==> src/rtl/disp_pkg.sv <==
package disp_pkg;
    localparam int NB_IRQ    = 6;
    localparam int IRQ_DONE  = 0;
    localparam int IRQ_TE    = 1;
    localparam int IRQ_UPD   = 4;
    localparam int IRQ_VSYNC = 5;
    localparam logic [NB_IRQ-1:0] IRQ_IMPL = 6'b110011;

    typedef struct packed {
        logic run;
        logic stop_pend;
        logic upd_pend;
        logic cmd_mode;
        logic te_en;
        logic te_ext;
    } ctl_t;
endpackage

==> src/rtl/disp_te_detect.sv <==
module disp_te_detect (
    input  logic clk,
    input  logic rst_n,
    input  logic te_en,
    input  logic te_ext,
    input  logic te_pad,
    input  logic te_alt,
    output logic te_pulse
);
    logic sel;
    logic prev_d, prev_q;

    always_comb begin
        sel      = te_ext ? te_pad : te_alt;
        prev_d   = sel;
        te_pulse = te_en & sel & ~prev_q;
    end

    always_ff @(posedge clk or negedge rst_n) begin
        if (!rst_n) prev_q <= 1'b0;
        else        prev_q <= prev_d;
    end
endmodule

==> src/rtl/disp_irq_ctrl.sv <==
module disp_irq_ctrl #(
    parameter int          NB   = 6,
    parameter logic [NB-1:0] IMPL = '1
) (
    input  logic          clk,
    input  logic          rst_n,
    input  logic [NB-1:0] set_vec,
    input  logic          en_wr,
    input  logic          clr_wr,
    input  logic [NB-1:0] wdata,
    output logic [NB-1:0] en_q,
    output logic [NB-1:0] sts_q,
    output logic          irq
);
    logic [NB-1:0] en_d, sts_d;

    always_comb begin
        en_d  = en_wr ? (wdata & IMPL) : en_q;
        sts_d = sts_q;
        if (clr_wr) sts_d = sts_d & ~wdata;
        sts_d = (sts_d | set_vec) & IMPL;
        irq   = |(sts_q & en_q);
    end

    always_ff @(posedge clk or negedge rst_n) begin
        if (!rst_n) begin
            en_q  <= '0;
            sts_q <= '0;
        end else begin
            en_q  <= en_d;
            sts_q <= sts_d;
        end
    end
endmodule

==> src/rtl/disp_runctl.sv <==
module disp_runctl
    import disp_pkg::*;
#(
    parameter int ADDR_W = 12,
    parameter int DATA_W = 32,
    parameter int CFG_W  = 16
) (
    input  logic              clk,
    input  logic              rst_n,
    input  logic              bus_wr,
    input  logic [ADDR_W-1:0] bus_addr,
    input  logic [DATA_W-1:0] bus_wdata,
    output logic [DATA_W-1:0] bus_rdata,
    input  logic              frame_tick,
    input  logic              frame_done,
    input  logic              te_pad,
    input  logic              te_alt,
    output logic              running,
    output logic [CFG_W-1:0]  cfg_work,
    output logic              irq
);
    localparam logic [ADDR_W-1:0] OFF_CTRL = ADDR_W'(12'h004);
    localparam logic [ADDR_W-1:0] OFF_MODE = ADDR_W'(12'h008);
    localparam logic [ADDR_W-1:0] OFF_CFG  = ADDR_W'(12'h020);
    localparam logic [ADDR_W-1:0] OFF_IEN  = ADDR_W'(12'h1E0);
    localparam logic [ADDR_W-1:0] OFF_ICLR = ADDR_W'(12'h1E4);
    localparam logic [ADDR_W-1:0] OFF_ISTS = ADDR_W'(12'h1E8);
    localparam logic [ADDR_W-1:0] OFF_IFC  = ADDR_W'(12'h1F0);
    localparam int BIT_TE_EN  = 8;
    localparam int BIT_TE_EXT = 10;

    typedef struct packed {
        ctl_t             c;
        logic [CFG_W-1:0] pend;
        logic [CFG_W-1:0] work;
    } st_t;

    st_t s_d, s_q;
    logic [NB_IRQ-1:0] sts_set, int_en, int_sts;
    logic ctrl_wr, mode_wr, cfg_wr, ifc_wr, en_wr, clr_wr;
    logic te_pulse;
    logic unused_wdata;

    assign unused_wdata = ^bus_wdata;

    always_comb begin
        ctrl_wr = bus_wr && (bus_addr == OFF_CTRL);
        mode_wr = bus_wr && (bus_addr == OFF_MODE);
        cfg_wr  = bus_wr && (bus_addr == OFF_CFG);
        ifc_wr  = bus_wr && (bus_addr == OFF_IFC);
        en_wr   = bus_wr && (bus_addr == OFF_IEN);
        clr_wr  = bus_wr && (bus_addr == OFF_ICLR);

        s_d     = s_q;
        sts_set = '0;
        sts_set[IRQ_TE] = te_pulse;

        if (s_q.c.run) begin
            if (!s_q.c.cmd_mode) begin
                if (frame_tick) begin
                    sts_set[IRQ_VSYNC] = 1'b1;
                    if (s_q.c.upd_pend) begin
                        s_d.work        = s_q.pend;
                        s_d.c.upd_pend  = 1'b0;
                        sts_set[IRQ_UPD] = 1'b1;
                    end
                    if (s_q.c.stop_pend) begin
                        s_d.c.run       = 1'b0;
                        s_d.c.stop_pend = 1'b0;
                        s_d.c.upd_pend  = 1'b0;
                        sts_set[IRQ_DONE] = 1'b1;
                    end
                end
                if (ctrl_wr && bus_wdata[2] && s_d.c.run) s_d.c.upd_pend  = 1'b1;
                if (ctrl_wr && bus_wdata[1] && s_d.c.run) s_d.c.stop_pend = 1'b1;
            end else if (frame_done) begin
                s_d.c.run = 1'b0;
                sts_set[IRQ_DONE] = 1'b1;
            end
        end else if (ctrl_wr && bus_wdata[0]) begin
            s_d.c.run = 1'b1;
            s_d.work  = s_q.pend;
        end

        if (mode_wr && !s_q.c.run) s_d.c.cmd_mode = bus_wdata[0];
        if (cfg_wr) s_d.pend = bus_wdata[CFG_W-1:0];
        if (ifc_wr) begin
            s_d.c.te_en  = bus_wdata[BIT_TE_EN];
            s_d.c.te_ext = bus_wdata[BIT_TE_EXT];
        end

        bus_rdata = '0;
        case (bus_addr)
            OFF_CTRL: bus_rdata[2:0] = {s_q.c.upd_pend, s_q.c.stop_pend, s_q.c.run};
            OFF_MODE: bus_rdata[0] = s_q.c.cmd_mode;
            OFF_CFG:  bus_rdata[CFG_W-1:0] = s_q.pend;
            OFF_IEN:  bus_rdata[NB_IRQ-1:0] = int_en;
            OFF_ISTS: bus_rdata[NB_IRQ-1:0] = int_sts;
            OFF_IFC: begin
                bus_rdata[BIT_TE_EN]  = s_q.c.te_en;
                bus_rdata[BIT_TE_EXT] = s_q.c.te_ext;
            end
            default: bus_rdata = '0;
        endcase
    end

    always_ff @(posedge clk or negedge rst_n) begin
        if (!rst_n) s_q <= '0;
        else        s_q <= s_d;
    end

    assign running  = s_q.c.run;
    assign cfg_work = s_q.work;

    disp_te_detect u_te (
        .clk      (clk),
        .rst_n    (rst_n),
        .te_en    (s_q.c.te_en),
        .te_ext   (s_q.c.te_ext),
        .te_pad   (te_pad),
        .te_alt   (te_alt),
        .te_pulse (te_pulse)
    );

    disp_irq_ctrl #(.NB(NB_IRQ), .IMPL(IRQ_IMPL)) u_irq (
        .clk     (clk),
        .rst_n   (rst_n),
        .set_vec (sts_set),
        .en_wr   (en_wr),
        .clr_wr  (clr_wr),
        .wdata   (bus_wdata[NB_IRQ-1:0]),
        .en_q    (int_en),
        .sts_q   (int_sts),
        .irq     (irq)
    );
endmodule

==> config.mk <==
export PLATFORM = sky130hd
export DESIGN_NAME = disp_runctl
export DESIGN_NICKNAME = d
export VERILOG_FILES = /design/src/rtl/disp_pkg.sv /design/src/rtl/disp_te_detect.sv /design/src/rtl/disp_irq_ctrl.sv /design/src/rtl/disp_runctl.sv
export SDC_FILE = /design/constraint.sdc
export NUM_CORES = 1
export LEC_CHECK = 0
export CAP_MARGIN = 20
export CORE_MARGIN = 5
export CORE_UTILIZATION = 35
export CTS_BUF_LIST = sky130_fd_sc_hd__clkbuf_16
export DETAILED_ROUTE_END_ITERATION = 8
export GPL_TIMING_DRIVEN = 0
export PLACE_DENSITY = 0.67
export SLEW_MARGIN = 20
export SYNTH_ARGS = -nofsm -noshare
export SYNTH_HDL_FRONTEND = slang
export SYNTH_HIERARCHICAL = 1
export SYNTH_SLANG_ARGS = --single-unit
==> constraint.sdc <==
create_clock -name clk -period 2.4 [get_ports clk]
set_input_delay 0.6 -clock clk [delete_from_list [all_inputs] [get_ports clk]]
set_output_delay 0.6 -clock clk [all_outputs]
set_load 0.02 [all_outputs]
# Word level (Yosys, flattened, before mapping)
# Cells that the tools add are included.
word_totals:
  mem_count: 0
  register_bits: 47
  word_cells: 83
  output_inout_bits: 50
  ramBits: 0
  rom_bits: 0
  latchBits: 0
classes:
  n_eq_ne: 12
  n_bitwise: 8
  reduce_logical: 18
  mux: 34
  order_cmp: 0
  multipliers: 0
  n_div: 0
  shifts: 0
  add_sub_neg: 0
ops:
  columns: ["op", "count"]
  rows:
  - ["2-to-1 mux 16 bit", 5]
  - ["equality test 12 x 9 -> 1 bit (second input constant)", 4]
  - ["2-to-1 mux 1 bit", 14]
  - ["AND 6 bit", 2]
  - ["equality test 12 x 3 -> 1 bit (second input constant)", 1]
  - ["equality test 12 x 4 -> 1 bit (second input constant)", 1]
  - ["equality test 12 x 6 -> 1 bit (second input constant)", 1]
  - ["logical AND 1 bit", 12]
  - ["2-to-1 mux 3 bit", 4]
  - ["case mux 3 bit (3 select lines)", 1]
  - ["2-to-1 mux 2 bit", 4]
  - ["inequality test 4 x 3 -> 1 bit (second input constant)", 2]
  - ["case mux 2 bit (4 select lines)", 1]
  - ["2-to-1 mux 6 bit", 1]
  - ["inequality test 2 bit (second input constant)", 3]
  - ["NOT 6 bit", 1]
  - ["bitwise OR 6 bit", 1]
  - ["AND reduction 3 bit", 2]
  - ["OR reduction 6 bit", 1]
  - ["2-to-1 mux 5 bit", 1]
  - ["case mux 1 bit (5 select lines)", 1]
  - ["case mux 1 bit (2 select lines)", 2]
  - ["AND reduction 4 bit", 1]
  - ["AND 1 bit", 2]
  - ["other kinds (3)", 4]

# Logic depth before layout (Yosys ltp)
# Gate-level depths: netlist of run 1.
logic_depth:
  ltp_word: 7
  mapped_depth: 5
  depth_no_buf: 5

# Hierarchy
# The synthesis of run 1 kept the hierarchy.
by_module_without_submodules:
  columns: ["module", "seq_area_each_um2", "instances", "cells_each", "area_per_inst_um2"]
  rows:
  - ["disp_runctl", 950.9, 1, 181, 2157.1]
  - ["disp_irq_ctrl", 200.2, 1, 28, 342.8]
  - ["disp_te_detect", 25.0, 1, 3, 48.8]

# Least setup slack after synthesis of run 1
# No wires, ideal clock.
synth_path:
  path_kind: "input -> output"
  start: "input port bus_addr[9]"
  end: "output port bus_rdata[11]"
  setup_slack_ns: 0.002
  path_buffers: 1
  t_arrival_ns: 1.798
  stages: 4
  path_cell_list: "nor4_4 and3_2 clkbuf_1 and2_1"
synth_via:
  elab_chain_cells: 2
synth_lines:
  columns: ["element", "line_no", "source"]
  rows:
  - ["from (decl)", "disp_runctl.sv:11", "input logic [ADDR_W-1:0] bus_addr,"]
  - ["equality test 12 x 6 -> 1 bit", "disp_runctl.sv:93", "case (bus_addr)"]
  - ["2-to-1 mux 5 bit", "disp_runctl.sv:93", null]
  - ["to (decl)", "disp_runctl.sv:13", "output logic [DATA_W-1:0] bus_rdata,"]
# Every way passes these cells.

# Worst setup path after layout of run 1
layout_path:
  start: "input port bus_addr[11]"
  end: "output port bus_rdata[1]"
layout_via:
  elab_chain_cells: 2
layout_lines:
  columns: ["element", "line_no"]
  rows:
  - ["equality test 12 x 9 -> 1 bit (tied with other cells)", "disp_runctl.sv:93"]
  - ["case mux 2 bit (4 select lines) *", "disp_runctl.sv:93"]
# Mark *: on every way between the ends. The rest lies on a longest branch, timed or not.

==> impl_results.md, run 1 <==
* Post-Synth Adder-Cell Area at 0%
* RR Startpoint: s_q[34]$_DFFE_PN0P_
* Crit start category: primary input
* R2R Setup Slk at between 0.5 and 0.6 ns
* CTS root buffer: clkbuf_16
* Vias in the first global route at 1,963
* Final WL at 5.90 mm
* Sequential area share after synthesis at 46.1%
* Ports at 101
* Post-Synthesis Cells at 212
* Tmin final at 2.44 ns
* CP Class: in -> out
* Largest family of logic cells by synthesized area: multiplexers
* RSZ-0062 raised after global routing: yes
* Synth area leader: dfrtp_1
* Req. time, crit path at 1.80 ns
* DIE AREA at 0.00909 mm^2
* Crit path DAT at roughly 1.8 ns
* Post-Synth Simple-Gate Area at 14.0%
* Top Metal Used: met4
* # H-tree levels at 2
* Largest net degree at the start of global routing at 29
* Post-synth top area share at a little under half
* Crit-path max FO at 5
* # rows at 31
* Area of the multi-input gates at 0.00126 mm^2
* Max Cap Violations at 0
* Achievable frequency at roughly 400 MHz
* Hold slack at 0.265 ns
* YS warnings at 6
* Count of pins over their slew limit at 0
* Pwr Total at 1.62 mW
* Area grow syn2layout at 49.4%
* Worst r2r dst: cfg_work[15]$_DFFE_PN0P_
* Cell area after layout at 0.00381 mm^2
* Critical Path End Type: output port
* Total track usage at 13.6%
* Routed metal-1 wire length at 2.56 mm
* GPL Wtd Cong at between 0.8 and 0.9
* Width of the die at 95.3 um
* Total iterations of the first detailed-routing run at 6
* First-pass GRT wire length at 9.60 mm
* ANT nets after route at 0
* Max Root-Sink Buffers at 2
* Setup slack after layout at -0.0351 ns
* ANT cells at 0
* Multiplexer share of the synthesized area at between 10% and 20%
* Final Setup Violations at 3
* Util after Layout at a little over half
* Starting Density at 35.5%
* Netlist cell types at 39
* CTS tree: done
* CTS sink count at 47
* HPWL Detailed at 4.43 mm
* Mapped cell area at between 0.002 and 0.003 mm^2
* Placed Area at 0.00344 mm^2
* # DRC at 0
* Worst VDD drop at about 0.22 mV
* WL/cell at between 10 and 15 um
* Die Y at 95.3 um
* CP endpoint: bus_rdata[1]
* Clk slew on worst S/H paths at 0.06 ns
* Outcome: finished, violations left
* Lkg Pwr at ~1.9 nW
* Final hold vios at 0
* Starting DRT DRC Count at 81
* Setup crit start: bus_addr[11]
* Initial antenna violation count at 0
* Post-synthesis compound-gate area fraction at 7.81%
* Register area at 0.00118 mm^2
* Num CTS Buffers at 5
* FF+latch count, synth at 47
* Gr ovfl total at 0
* Core Area at 0.00718 mm^2
* Final Skew at 0.00450 ns
* Vias/cell at 4.47
* Via count at 1,879
* R2R depth at 5
* Met2 wire len at 2.88 mm
* Pwr Density at 426 mW/mm^2
* Share of cells above drive strength 1 at 46.4%
* Fillers at 608
* Post-route clock period utilization at 101%
* Dominant cells by area after synthesis: dfrtp_1 (46%), mux2_2 (11%), buf_4 (11%), mux2_4 (6.5%), nand2_1 (3.2%)
* Syn avg cell area at 12.0 um^2
* Post-CTS Hold Fix Bufs at 0
* Synth Area in XOR/XNOR at 0%
* Port Buffer Count at between 60 and 70
* Worst hold path class: in -> async
* Violated checks: negative setup slack
* Clk_lat worst skew at 0.28 ns
* Layout Nets at ~370
* DP Worst Slack at -1.49 ns
* WL met3 at 362 um
==> flip-flops by register name, indices dropped and copies added, names as in the netlist <==
name         cells
u_irq/sts_q      4
cfg_work        16
s_q             21
u_irq/en_q       4
u_te/prev_q      1
running          1
==> cell usage in the layout, fill, tap and decap left out, drive strengths merged, types with 2 or more instances in the layout <==
master,n
a21o,4
a22o,4
a22oi,8
and2,9
and2b,2
and3,3
and4,2
buf,80
clkbuf,7
clkdlybuf4s50,39
conb,20
dfrtp,47
inv,5
mux2,40
nand2,22
nand3,2
nand3b,2
nand4,2
nor2,4
nor4,3
nor4b,3
o21ai,2
==> critical path, stage by stage <==
cell	delay [ns]
buf_6	0.10
nor4_4	0.30
buf_6	0.17
buf_6	0.12
and3_4	0.22
nand2_2	0.06
o221ai_2	0.08
buf_4	0.18
==> logic make-up (layout without fill, tap and decap cells) <==
group,Yosys count,in the layout
simple gates,57,57
flops,47,47
buf+inv,42,133
mux,40,40
compound gates,24,24
other cells,2,20
==> cell usage after synthesis (all sizes together) <==
cell type  number
nand4           2
o2bb2a          1
o22ai           1
nor2b           1
and2            9
nand3           2
nor3            1
and3            3
nand2          22
o221ai          1
inv             3
nor4            3
a21o            4
a22oi           8
clkbuf          1
o21a            1
and3b           1
conb            2
dfrtp          47
and4            2
mux2           40
a211o           1
nor4b           3
and2b           2
a2111oi         1
a22o            4
buf            38
o21ai           2
nand3b          2
nor2            4
==> power breakdown <==
part / leakage (nW) / internal, mW / total [mW] / switching, mW
clock network: 0.0762 / 0.376 / 0.647 / 0.270
logic: 1.19 / 0.0905 / 0.175 / 0.0841
registers: 0.654 / 0.796 / 0.799 / 0.00291
total: 1.92 / 1.26 / 1.62 / 0.357
==> through the flow <==
stage / cells / TNS (ns)
finish: 420 / -0.0448
detailed placement: 398 / -33.33
global route: 420 / -0.197
CTS: 417 / -0.0835
global placement: 397 / -59.55
floorplan: 230 / 0
==> repair_timing <==
action / in CTS / in global routing
gates cloned: 0 / 0
pin swaps: 14 / 13
gates resized for setup: 159 / 24
setup endpoints to repair: 46 / 15
buffers inserted: 11 / 3
==> per-layer routing <==
| metal | vias to the layer above | global-route usage (%) |
|---|---|---|
| li1 | 918 | - |
| met1 | 896 | 17.6 |
| met2 | 57 | 23.3 |
| met3 | 8 | 2.84 |
| met4 | 0 | 3.25 |
| met5 | - | 0 |
==> final cells by class <==
cell class,instances,area share (%)
clock inverters,3,0.329
well taps,99,3.25
plain buffers,39,8.28
multi-input cells,141,33.2
repair buffers,83,20.5
clock buffers,5,3.29
inverters,3,0.296
flip-flops and latches,47,30.9
==> worst min path at each step <==
stage	from	to	slack (ns)	depth (start not counted)
floorplan	rst_n	cfg_work[0]$_DFFE_PN0P_	0.30	0
global route	rst_n	cfg_work[2]$_DFFE_PN0P_	0.30	1
detailed placement	cfg_work[9]$_DFFE_PN0P_	cfg_work[9]$_DFFE_PN0P_	0.50	1
global placement	u_irq/sts_q[5]$_DFF_PN0_	u_irq/sts_q[5]$_DFF_PN0_	0.49	1
finish	rst_n	cfg_work[2]$_DFFE_PN0P_	0.27	1
CTS	rst_n	cfg_work[2]$_DFFE_PN0P_	0.29	1
Note: power is estimated with default switching activity, not from simulation.
==> run 2: changes to the inputs <==
- REMOVE_ABC_BUFFERS: unset -> 1
==> run 2 against run 1 <==
Effect of this change:
- design area decreased by 6.8%
- the run still ends with negative setup slack left
- routed wire length increased by 5.3%
- critical path type unchanged
- worst hold slack improved by 0.025 ns
- critical path depth decreased by 1
- count of clock-buffer cells in the layout unchanged
- maximum frequency decreased by 0.39%
- flip-flop and latch count unchanged
- combinational power decreased by 15%
==> impl_results.md, run 2 (synthesis results as in run 1) <==
* WL/cell at about 16 um
* Commonest non-fill, non-tap cells in the layout: dfrtp_1 (47), clkdlybuf4s50_1 (39), mux2_2 (25)
* Most common cell after layout, fill and taps aside: dfrtp_1
* CTS root buffer: clkbuf_16
* Post-CTS Hold Fix Bufs at 0
* R2R depth at 5
* CTS tree: done
* Final hold vios at 0
* Layout Nets at 340
* Critical Path End Type: output port
* Crit start category: primary input
* RR Startpoint: s_q[34]$_DFFE_PN0P_
* Die Y at ~95 um
* HPWL Detailed at 4.12 mm
* Global route hottest layer: met2
* Gr ovfl total at 0
* Largest net degree at the start of global routing at 27
* Max Cap Violations at 0
* Share of cells above drive strength 1 at 40.0%
* Vias/cell at 4.66
* Max Root-Sink Buffers at 2
* Area grow syn2layout at 39.3%
* GPL Wtd Cong at 0.813
* First-pass GRT wire length at 9.98 mm
* Count of pins over their slew limit at 0
* Final WL at 6.22 mm
* Worst VDD drop at 0.289 mV
* Num CTS Buffers at 5
* Violated checks: negative setup slack
* Final Setup Violations at 9
* Most flops, register: s_q
* R2R Setup Slk at approximately 0.71 ns
* Post-route clock period utilization at 102%
* Core Area at 0.00718 mm^2
* Outcome: finished, violations left
* ANT nets after route at 0
* Width of the die at 95.3 um
* Port Buffer Count at 68
* Hold slack at 0.290 ns
* Worst Tran Pin Value at roughly 0.7 ns
* Pwr Total at 1.60 mW
* Total iterations of the first detailed-routing run at 4
* Clk slew on worst S/H paths at 0.06 ns
* Placed cells at approximately 360
* Largest register FFs at 21
* Via count at 1,811
* # H-tree levels at 2
* Layout Cells excl Fill at about 400
* Vias in the first global route at 1,898
* CP Class: in -> out
* Final Skew at 0.00368 ns
* Req. time, crit path at 1.80 ns
* # DRC at 0
* RSZ-0062 raised after global routing: yes
* DIE AREA at 0.00909 mm^2
* Slew margin rel. at 53.7%
* Crit path DAT at about 1.8 ns
* Starting Density at 35.5%
* Setup slack after layout at -0.0448 ns
* GR Util met3 at 4.18%
* Ports at approximately 100
* Met2 Use GR at between 20 and 25%
* CTS sink count at 47
* Pwr Density at 451 mW/mm^2
* Clk_lat worst skew at 0.28 ns
* Crit-path max FO at 5
* Achievable frequency at a little over 400 MHz
* Lkg Pwr at 1.73 nW
* # rows at 31
* Starting DRT DRC Count at 72
* Total track usage at between 10% and 20%
* Initial antenna violation count at 0
* Worst hold path class: in -> async
* Tmin final at between 2 and 2.5 ns
* Grt met1 use at 18.0%
* Worst r2r dst: cfg_work[11]$_DFFE_PN0P_
* ANT cells at 0
-- run 2: cell types whose count changed in the layout (fill, tap and decap cells not counted), moves of 2 or more --
| cell | previous run | this run |
|---|---|---|
| clkinv_1 | 0 | 2 |
| buf_6 | 15 | 13 |
| buf_2 | 9 | 11 |
| buf_4 | 53 | 23 |
| a22oi_2 | 2 | 0 |
| a22oi_1 | 6 | 8 |
-- run 2: power breakdown --
part	switching [mW]	internal (mW)
Sequential	0.00270	0.796
Combinational	0.0804	0.0685
Clock	0.276	0.375
Total	0.360	1.24
-- run 2: worst max path at each step --
stage | start | end | slack [ns] | depth (start not counted)
floorplan | bus_addr[9] | bus_rdata[2] | 0.05 | 4
global placement | bus_addr[3] | bus_rdata[10] | -1.22 | 5
detailed placement | bus_addr[3] | bus_rdata[8] | -1.21 | 5
CTS | bus_addr[4] | bus_rdata[0] | -0.05 | 7
global route | bus_addr[11] | bus_rdata[1] | -0.12 | 7
finish | bus_addr[11] | bus_rdata[1] | -0.04 | 7
-- run 2: timing repair --
item | in CTS | in global routing
resized for setup | 155 | 22
gates cloned | 1 | 0
setup endpoints to repair | 52 | 30
setup buffers | 16 | 5
pin swaps | 12 | 13
-- run 2: metal layers --
layer / part of all wire (%) / routed length, um
met1: 42 / 2620
met3: 6.3 / 393
met2: 50 / 3090
met5: 0 / 0
met4: 1.9 / 119
-- run 2: through the flow --
step / worst slack (ns) / cell area (um^2) / util [%] / setup TNS, ns
after global routing: -0.117 / 3550 / 49.5 / -0.729
final: -0.0448 / 3550 / 49.5 / -0.177
after floorplan: 0.0481 / 2310 / - / 0
after CTS: -0.0542 / 3440 / 48.0 / -0.0630
after global placement: -1.22 / 3120 / 43.4 / -71.04
after detailed placement: -1.21 / 3130 / 43.6 / -39.66
-- run 2: critical path, stage by stage --
cell and delay, ns:
buf_8 0.10, nor4_4 0.38, buf_4 0.23, and3_4 0.22
nand2_1 0.09, o221ai_4 0.08, buf_6 0.14
-- run 2: area by class of cell --
class | instances | area (um^2)
Fill cell | 652 | 3630
Inverter | 3 | 11.3
Sequential cell | 47 | 1180
Timing Repair Buffer | 90 | 831
Clock buffer | 5 | 125
Tap cell | 99 | 124
Clock inverter | 3 | 11.3
Multi-Input combinational cell | 142 | 1270
==> run 3: changes to the inputs <==
- CORE_MARGIN: 5 -> 2
==> run 3 against run 2 <==
Effect of this change:
- the flow still finishes with violations (negative setup slack)
- via count increased by 0.33%
- maximum frequency increased by 1.7%
- critical endpoint is now bus_rdata[8]
- first-iteration DRC count decreased by 14%
- clock power increased by 1%
- highest routed layer unchanged
==> impl_results.md, run 3 (synthesis results as in run 1) <==
* Outcome: finished, violations left
* Violated checks: negative setup slack
* Achievable frequency at 416 MHz
* RR Startpoint: s_q[34]$_DFFE_PN0P_
* Core Area at 0.00714 mm^2
* Slew margin rel. at 58.2%
* DIE AREA at 0.00798 mm^2
* # rows at 31
* Reg power frac at 49.9%
* Area grow syn2layout at 38.0%
* Layout Nets at 332
* Final Skew at around 0.0079 ns
* Clk_lat worst skew at about 0.28 ns
* Largest net degree at the start of global routing at 28
* ANT cells at 0
* Port Buffer Count at 68
* Worst r2r dst: cfg_work[11]$_DFFE_PN0P_
* Critical Path End Type: output port
* Commonest non-fill, non-tap cells in the layout: dfrtp_1 (47), clkdlybuf4s50_1 (39), mux2_2 (25)
* Tmin final at 2.40 ns
* Vias/cell at 4.77
* Hold slack at 0.280 ns
* Width of the die at 89.3 um
* # DRC at 0
* Pwr Total at 1.60 mW
* Layout Cells excl Fill at around 380
* WL/cell at about 15 um
* First-pass GRT wire length at around 9 mm
* GPL Wtd Cong at slightly above 0.8
* Util after Layout at 49.3%
* ANT nets after route at 0
* Die Y at between 80 and 90 um
* Via count at 1,817
* Share of cells above drive strength 1 at 40.8%
* Area of the multi-input gates at 0.00129 mm^2
* Starting Density at 35.7%
* Worst VDD drop at 0.268 mV
* CTS tree: done
* Post-CTS Hold Fix Bufs at 0
* Sw Ratio at a little under a quarter
* CP Class: in -> out
* Internal Pwr Total at 1.24 mW
* Net Sw Power at about 370 uW
* Most common cell after layout, fill and taps aside: dfrtp_1
* Worst Tran Pin Value at ~0.62 ns
* Count of pins over their slew limit at 0
* Starting DRT DRC Count at 62
* R2R Setup Slk at 0.69 ns
* Final Setup Violations at 1
* Post-route clock period utilization at 100%
* CTS root buffer: clkbuf_16
* Vias in the first global route at ~1,800
* Ports at just over 100
* Max Cap Violations at 0
* Worst hold path class: in -> async
* Crit start category: primary input
* Gr ovfl total at 0
* Crit-path max FO at 7
* Register area at 0.00118 mm^2
* Num CTS Buffers at 5
* Part of the power in combinational logic at ~8.9%
* Pwr Density at 455 mW/mm^2
* Initial antenna violation count at 0
* Clock power share at 41.2%
* Final WL at ~5.8 mm
* Clk slew on worst S/H paths at 0.06 ns
* Max Root-Sink Buffers at 2
* Crit path DAT at 1.80 ns
* R2R depth at 5
* Largest register FFs at 21
* CTS sink count at 47
* RSZ-0062 raised after global routing: yes
* Total iterations of the first detailed-routing run at 4
* Req. time, crit path at 1.80 ns
* Most flops, register: s_q
* # H-tree levels at 2
* HPWL Detailed at 3.91 mm
* Lkg Pwr at about 1.7 nW
* Total track usage at between 10% and 20%
* Setup slack after layout at -0.00472 ns
* Fillers at about 660
* Final hold vios at 0
* Placed cells at 359
run 3: power groups by stage:
stage          sequential, mW  combinational [mW]  clock, mW
3_5_place_dp            0.814               0.130          0
4_1_cts                 0.799               0.142      0.671
3_3_place_gp            0.814               0.125          0
5_1_grt                 0.799               0.157      0.712
2_1_floorplan           0.813              0.0374          0
6_report                0.799               0.143      0.660
run 3: layout make-up:
cell class / instances / share of cell area [%]
Inverter: 3 / 0.320
Clock buffer: 5 / 3.56
Timing Repair Buffer: 82 / 22.2
Multi-Input combinational cell: 142 / 36.6
Tap cell: 99 / 3.52
Clock inverter: 3 / 0.356
Sequential cell: 47 / 33.4
run 3: worst max path at each step:
| stage | startpoint | to | slack [ns] |
|---|---|---|---|
| 2_1_floorplan | bus_addr[9] | bus_rdata[2] | 0.05 |
| 3_3_place_gp | bus_addr[3] | bus_rdata[10] | -1.19 |
| 3_5_place_dp | bus_addr[3] | bus_rdata[8] | -1.18 |
| 4_1_cts | bus_addr[4] | bus_rdata[0] | -0.03 |
| 5_1_grt | bus_addr[11] | bus_rdata[8] | -0.04 |
| 6_report | bus_addr[11] | bus_rdata[8] | -0.005 |
run 3: what timing repair did:
| action | CTS | global route |
|---|---|---|
| setup buffers | 9 | 4 |
| pin swaps | 13 | 13 |
| hold endpoints to repair | 0 | 0 |
| endpoints found under the setup margin | 52 | 23 |
| gates resized for setup | 145 | 40 |
| cloned | 1 | 0 |
run 3: layer usage:
layer,GRT usage (%),vias up,wire length (um)
li1,-,837,-
met1,19.2,913,2560
met2,25.7,61,2880
met3,4.43,6,336
met4,2.85,0,45
met5,0,-,0
run 3: worst max-delay path, stage by stage:
cell,delay (ns)
buf_6,0.10
nor4_4,0.36
buf_4,0.20
and3_4,0.25
a22o_1,0.18
buf_6,0.12
run 3: per-stage QoR:
stage / area [um^2] / setup TNS, ns / setup WS, ns
finish: 3520 / -0.00472 / -0.00472
global route: 3520 / -0.335 / -0.0403
global placement: 3120 / -69.38 / -1.19
detailed placement: 3130 / -38.20 / -1.18
CTS: 3370 / -0.0276 / -0.0276
floorplan: 2310 / 0 / 0.0481
